--- src/rtl/hyst_pwm_channel.sv ---
module hyst_pwm_channel #(
  parameter int CNT_W = 16,
  parameter int DT_W  = 8
) (
  input  logic             clk,
  input  logic             rst_n,
  input  logic [CNT_W-1:0] cfg_period,
  input  logic [CNT_W-1:0] cfg_compare,
  input  logic [DT_W-1:0]  cfg_deadtime,
  input  logic             cfg_idle_hi,
  input  logic             cfg_idle_lo,
  input  logic             cfg_auto_en,
  input  logic             cmd_arm,
  input  logic             cmd_force,
  input  logic             cmp_reset_in,
  input  logic             cmp_clear_in,
  input  logic             brk_in,
  output logic             ref_o,
  output logic [CNT_W-1:0] count_o,
  output logic             out_hi,
  output logic             out_lo
);
  localparam logic [CNT_W-1:0] CNT_ONE = {{(CNT_W-1){1'b0}}, 1'b1};
  localparam logic [DT_W-1:0]  DT_ONE  = {{(DT_W-1){1'b0}}, 1'b1};

  logic [2:0]       rs_sh, cl_sh;
  logic [CNT_W-1:0] cnt_q;
  logic             ref_q, ref_d, clr_q, oe_q;
  logic [DT_W-1:0]  dt_q;

  always_ff @(posedge clk) begin
    if (!rst_n) begin
      rs_sh <= '0;
      cl_sh <= '0;
    end else begin
      rs_sh <= {rs_sh[1:0], cmp_reset_in};
      cl_sh <= {cl_sh[1:0], cmp_clear_in};
    end
  end

  wire rst_evt   = rs_sh[1] & ~rs_sh[2];
  wire clr_evt   = cl_sh[1] & ~cl_sh[2];
  wire wrap      = cnt_q >= cfg_period;
  wire cyc_start = rst_evt | wrap;
  wire [CNT_W-1:0] cnt_inc = cnt_q + CNT_ONE;

  always_ff @(posedge clk) begin
    if (!rst_n) cnt_q <= '0;
    else        cnt_q <= cyc_start ? '0 : cnt_inc;
  end

  always_ff @(posedge clk) begin
    if (!rst_n) begin
      ref_q <= 1'b0;
      clr_q <= 1'b0;
    end else if (cyc_start) begin
      ref_q <= (cfg_compare == '0);
      clr_q <= 1'b0;
    end else if (clr_evt) begin
      ref_q <= 1'b0;
      clr_q <= 1'b1;
    end else if (!clr_q && (cmd_force || cnt_inc == cfg_compare)) begin
      ref_q <= 1'b1;
    end
  end

  wire dt_nz  = cfg_deadtime != '0;
  wire chg    = ref_q ^ ref_d;
  wire busy   = (chg & dt_nz) | (dt_q != '0);
  wire hi_act = ref_q & ~busy;
  wire lo_act = ~ref_q & ~busy;

  always_ff @(posedge clk) begin
    if (!rst_n) begin
      ref_d <= 1'b0;
      dt_q  <= '0;
    end else begin
      ref_d <= ref_q;
      if (chg)              dt_q <= dt_nz ? cfg_deadtime - DT_ONE : '0;
      else if (dt_q != '0)  dt_q <= dt_q - DT_ONE;
    end
  end

  always_ff @(posedge clk) begin
    if (!rst_n)                       oe_q <= 1'b0;
    else if (brk_in)                  oe_q <= 1'b0;
    else if (cmd_arm || cfg_auto_en)  oe_q <= 1'b1;
  end

  wire park = brk_in | ~oe_q;
  assign out_hi  = park ? cfg_idle_hi : hi_act;
  assign out_lo  = park ? cfg_idle_lo : lo_act;
  assign ref_o   = ref_q;
  assign count_o = cnt_q;

  a_r1_wrap_to_zero: assert property (@(posedge clk) disable iff (!rst_n)
    (cnt_q >= cfg_period) |=> (cnt_q == '0));
  a_r2_restart: assert property (@(posedge clk) disable iff (!rst_n)
    (rs_sh[1] && !rs_sh[2]) |=> (cnt_q == '0));
  a_r4_clear_holds: assert property (@(posedge clk) disable iff (!rst_n)
    (clr_q && !cyc_start) |=> !ref_q);
  a_r5_rearm_at_start: assert property (@(posedge clk) disable iff (!rst_n)
    cyc_start |=> !clr_q);
  a_r7_break_before_make: assert property (@(posedge clk) disable iff (!rst_n)
    (dt_nz && $rose(hi_act)) |-> $past(!lo_act));
  a_r9_break_disarms: assert property (@(posedge clk) disable iff (!rst_n)
    brk_in |=> !oe_q);
endmodule

--- config.mk ---
export PLATFORM = sky130hd
export DESIGN_NAME = hyst_pwm_channel
export DESIGN_NICKNAME = d
export VERILOG_FILES = /design/src/rtl/hyst_pwm_channel.sv
export SDC_FILE = /design/constraint.sdc
export NUM_CORES = 1
export LEC_CHECK = 0
export BUFFER_PORTS_ARGS = -buffer_cell sky130_fd_sc_hd__buf_2
export CELL_PAD_IN_SITES_DETAIL_PLACEMENT = 0
export CELL_PAD_IN_SITES_GLOBAL_PLACEMENT = 1
export CORE_MARGIN = 2
export CORE_UTILIZATION = 41
export CTS_CLUSTER_DIAMETER = 50
export DETAILED_ROUTE_END_ITERATION = 12
export PLACE_DENSITY = 0.91
export SYNTH_ARGS = -nofsm -noshare
export SYNTH_HDL_FRONTEND = slang
export SYNTH_SLANG_ARGS = --single-unit
--- constraint.sdc ---
create_clock -name clk -period 6.7 [get_ports clk]
set_input_delay 1.005 -clock clk [delete_from_list [all_inputs] [get_ports clk]]
set_output_delay 1.005 -clock clk [all_outputs]
set_load 0.02 [all_outputs]
---- Yosys cells after proc, flatten, opt, wreduce, memory -nomap -nowiden ----
Cells that the tools add are included.
word-level totals
  register bits ........................... 34
  bits in latches ......................... 0
  bits in writable memories ............... 0
  memory bits (read-only) ................. 0
  input port bits ......................... 50
  output and inout bits ................... 19
  word-level logic and storage cells ...... 47
  memories kept ........................... 0
cells by class
  add/sub/neg operators ................... 3
  multipliers ............................. 0
  div/mod/pow operators ................... 0
  $lt $le $gt $ge ......................... 1
  equal/unequal tests ..................... 1
  shift-type cells ........................ 0
  muxes and demuxes ....................... 8
  bitwise gates (word level) .............. 15
  reduce and logical (&&, ||, !) cells .... 11
operators by type and width
  cell                   number
  $mux 8                 3
  $add 16x1->16 const B  1
  $eq 16x16->1           1
  $ge 16x16->1           1
  $logic_not 16->1       1
  $reduce_bool 8->1      2
  $sub 8x1->8 const B    2
  $not 1->1              6
  $and 1x1->1            5
  $mux 1                 5
  $reduce_or 2->1        2
  $or 1x1->1             3
  $reduce_bool 3->1      1
  $logic_or 1x1->1       2
  $reduce_bool 2->1      1
  $logic_and 1x1->1      1
  $logic_not 1->1        1
  $xor 1x1->1            1

---- Logic depth before layout (Yosys ltp) ----
  depth after elaboration ................. 7
  mapped depth ............................ 10
  mapped depth without buffers ............ 8

---- Worst setup path after synthesis ----
Ideal clock, no wire load.
  path kind ............................... input-to-output
  start ................................... input port cfg_deadtime[5]
  end ..................................... output port out_lo
  data arrival time ....................... 2.647 ns
  required time ........................... 5.695 ns
  slack ................................... 3.048 ns
  stages .................................. 4
  buffers on the path ..................... 0
  cell sequence ........................... or4_1 o41ai_2 nand2_1 o31ai_1
on the way
  cells in the longest elaborated chain, start to end .. 6
ends and longest elaborated chain
  element             line  text
  start: declaration  9     input logic [DT_W-1:0] cfg_deadtime,
  $reduce_bool 8->1   67    wire dt_nz = cfg_deadtime != '0;
  $and 1x1->1         69    wire busy = (chg & dt_nz) | (dt_q != '0);
  $or 1x1->1          69
  $not 1->1           71    wire lo_act = ~ref_q & ~busy;
  $and 1x1->1         71
  $mux 1              92    assign out_lo = park ? cfg_idle_lo : lo_act;
  end: declaration    21    output logic out_lo
Every way passes these cells.

---- Worst setup path after layout ----
Ends and elaborated chain as after synthesis.

==> impl_metrics.tcl <==
set metrics [dict create \
    outcome "finished clean" \
    swShare 0.339 \
    fin_crit_sh 0.563 \
    async_flop_share 0 \
    nets 433 \
    crit_required_ps 5690 \
    slew_violations 0 \
    clockRootBuffer "clkbuf_8" \
    multi_input_area_sq_um 1610 \
    vias_per_cell 5.21 \
    synth-main-ff-cell "dfxtp_1" \
    drt_iter0_markers 155 \
    die_area_sq_um 6560 \
    clk_latency_ps 290 \
    drv_cap 0 \
    p_sw_mw 0.223 \
    grt_pass1_vias 2049 \
    setup-tns-final_ps 0 \
    max_freq_mhz 265 \
    timing.slew.headroom 0.596 \
    fp.dieH_um 81.0 \
    grt_usage 0.181 \
    post_cts_buffers 0 \
    n_fill_cell 581 \
    synth_fp_nets 366 \
    initial_core_util 0.418 \
    synth_top_area_share 0.280 \
    power_density_nw_per_um2 224 \
    path_class "input port to output port" \
    tightest_slew_ps 600 \
    globalplace.congestion 0.832 \
    synth_cell_types 52 \
    grt_pass1_wl_mm 9.20 \
    wirelength_mm 5.69 \
    synthTopCellsByArea "dfxtp_1 (28%), ha_1 (10%), xnor2_1 (9.7%)" \
    p_clk_frac 0.291 \
    r2r_slack_ps 3940 \
    design.core.area_sq_um 5820 \
    vdd_drop_max_uv 120 \
    period_minus_slack_ps 3770 \
    htree_levels 2 \
    netlist_instances 296 \
    rsz0062_at_grt "false" \
    dp_hpwl_mm 4.49 \
    pin_count 69 \
    synth_warnings 0 \
    seq_area_frac_synth 0.280 \
    cts_buffers 5 \
    clockBufferDepth 2 \
    rows 28 \
    dieWidth_um 81.0 \
    intPower_mw 0.436 \
    grt_max_degree 19 \
    ys_seq_elements 34 \
    antennaDiodeCount 0 \
    overflow 0 \
    fin_skew_ps 5.45 \
    antenna_found_initial 0 \
    cellLeakagePower_nw 1.36 \
    num_vias 2288 \
    port_buffers 68 \
    clkSinkCount 34 \
    ant_nets 0 \
    seqCellArea_sq_um 681 \
    finalHoldViolCount 0 \
    syn_area_per_cell_sq_um 8.21 \
    cts-resized-gates 0 \
    synth_edf_count 0 \
    cts_tree "built" \
    wl_per_cell_um 13.0 \
    dr.pass1.iters 6 \
    holdCritPathClass "flip-flop to flip-flop" \
    cts_hold_buf 0 \
    drcViolationCount 0 \
    post_route_cells_drive_above_1_share 0.242 \
    cp-start-kind "input port" \
    seq_power_share 0.387 \
    cts.clk_slew.worst_paths_ps 70 \
    syn_area_sq_um 2430 \
    setup_viol_count_final 0 \
    areaGrowthSynthToFinish_pct 21.1 \
    holdWs_ps 440 \
    critPathCaptureType "output port" \
    yosys.area.top_type "dfxtp_1" \
    cp_data_arrival_time_ps 2760 \
    p_comb_frac 0.322 \
    critPathMaxFanout 6 \
]
## registers in the layout, indices dropped and copies added, names as in the netlist
name and flops:
count_o 16, dt_q 8, cl_sh 3, rs_sh 3, clr_q 1, oe_q 1
ref_d 1, ref_o 1
## worst paths after layout
path	startpoint	endpoint	cells past startpoint
worst max-delay path	cfg_deadtime[5]	out_lo	6
worst min register to register	rs_sh[0]	rs_sh[1]	1
worst min-delay path	rs_sh[0]	rs_sh[1]	1
worst max register to register	count_o[6]	clr_q	7
## per-stage QoR
step           cells  utilization  setup WS [ps]  total power, mW  cell area, sq um
2_1_floorplan    296            -           3050            0.411              2430
3_3_place_gp     431        0.487           2970            0.465              2830
3_5_place_dp     431        0.487           2930            0.469              2830
4_1_cts          439        0.506           2940            0.663              2940
5_1_grt          439        0.506           2800            0.711              2940
6_report         439        0.506           2930            0.659              2940
## placed cells by master, fill, tap and decap left out, types with 3 or more instances in the layout
master | netlist | layout
ha_1 | 20 | 20
inv_1 | 28 | 28
a21oi_1 | 10 | 10
nor3_1 | 7 | 7
a31oi_1 | 3 | 3
nand3_1 | 6 | 6
clkbuf_8 | 0 | 5
a21o_1 | 6 | 6
nand2_1 | 17 | 17
buf_2 | 3 | 68
and3_1 | 3 | 3
and2_1 | 7 | 7
nand2b_1 | 7 | 7
xor2_1 | 11 | 11
xnor2_1 | 27 | 27
o31ai_1 | 3 | 3
or4_1 | 4 | 4
o21ai_0 | 9 | 9
a22oi_1 | 4 | 4
nand4_1 | 8 | 8
nor2_1 | 33 | 33
nor4_1 | 9 | 9
dfxtp_1 | 34 | 34
## power groups by stage
stage | combinational, mW | clock [mW] | sequential, mW
after floorplan | 0.155 | 0 | 0.256
after global placement | 0.207 | 0 | 0.258
after detailed placement | 0.210 | 0 | 0.259
after CTS | 0.213 | 0.196 | 0.255
after global routing | 0.246 | 0.205 | 0.260
final | 0.212 | 0.192 | 0.255
## kinds of logic after synthesis
| kind of cell | after synthesis | share of synthesized area |
|---|---|---|
| DFF | 34 | 0.280 |
| xor gates and xnor gates | 38 | 0.137 |
| and+or+nand+nor | 115 | 0.262 |
| AOI/OAI and AO/OA | 51 | 0.152 |
| adders and majority gates | 20 | 0.103 |
| buffers and inverters | 36 | 0.0576 |
| muxes | 2 | 0.00824 |
## critical path: stages
cell	delay, ps
buf_2	110
or4_1	600
o41ai_2	520
nand2_1	100
o31ai_1	230
buf_2	200
## cell type report
cell class                 instances  share of cell area
multi-input combinational        226               0.547
clock inverter                     3              0.0153
timing repair buffer              68               0.116
inverter                          28              0.0357
clock buffer                       5              0.0234
sequential                        34               0.231
tap                               75              0.0319
## layer usage
metal,wire [um],GRT usage,part of all wire,vias to the layer above
met5,0,0,0,-
met4,117,0.0780,0.021,0
met3,242,0.0300,0.043,8
met2,2410,0.282,0.42,53
met1,2920,0.246,0.51,1045
li1,-,-,-,1182
## synth_stat cells (4+ instances only)
cell      number
a21o_1         6
a21oi_1       10
a22oi_1        4
and2_1         7
clkbuf_1       4
dfxtp_1       34
ha_1          20
inv_1         28
nand2_1       17
nand2b_1       7
nand3_1        6
nand4_1        8
nor2_1        33
nor3_1         7
nor4_1         9
o21ai_0        9
or4_1          4
xnor2_1       27
xor2_1        11
(Power assumes the default switching activity.)
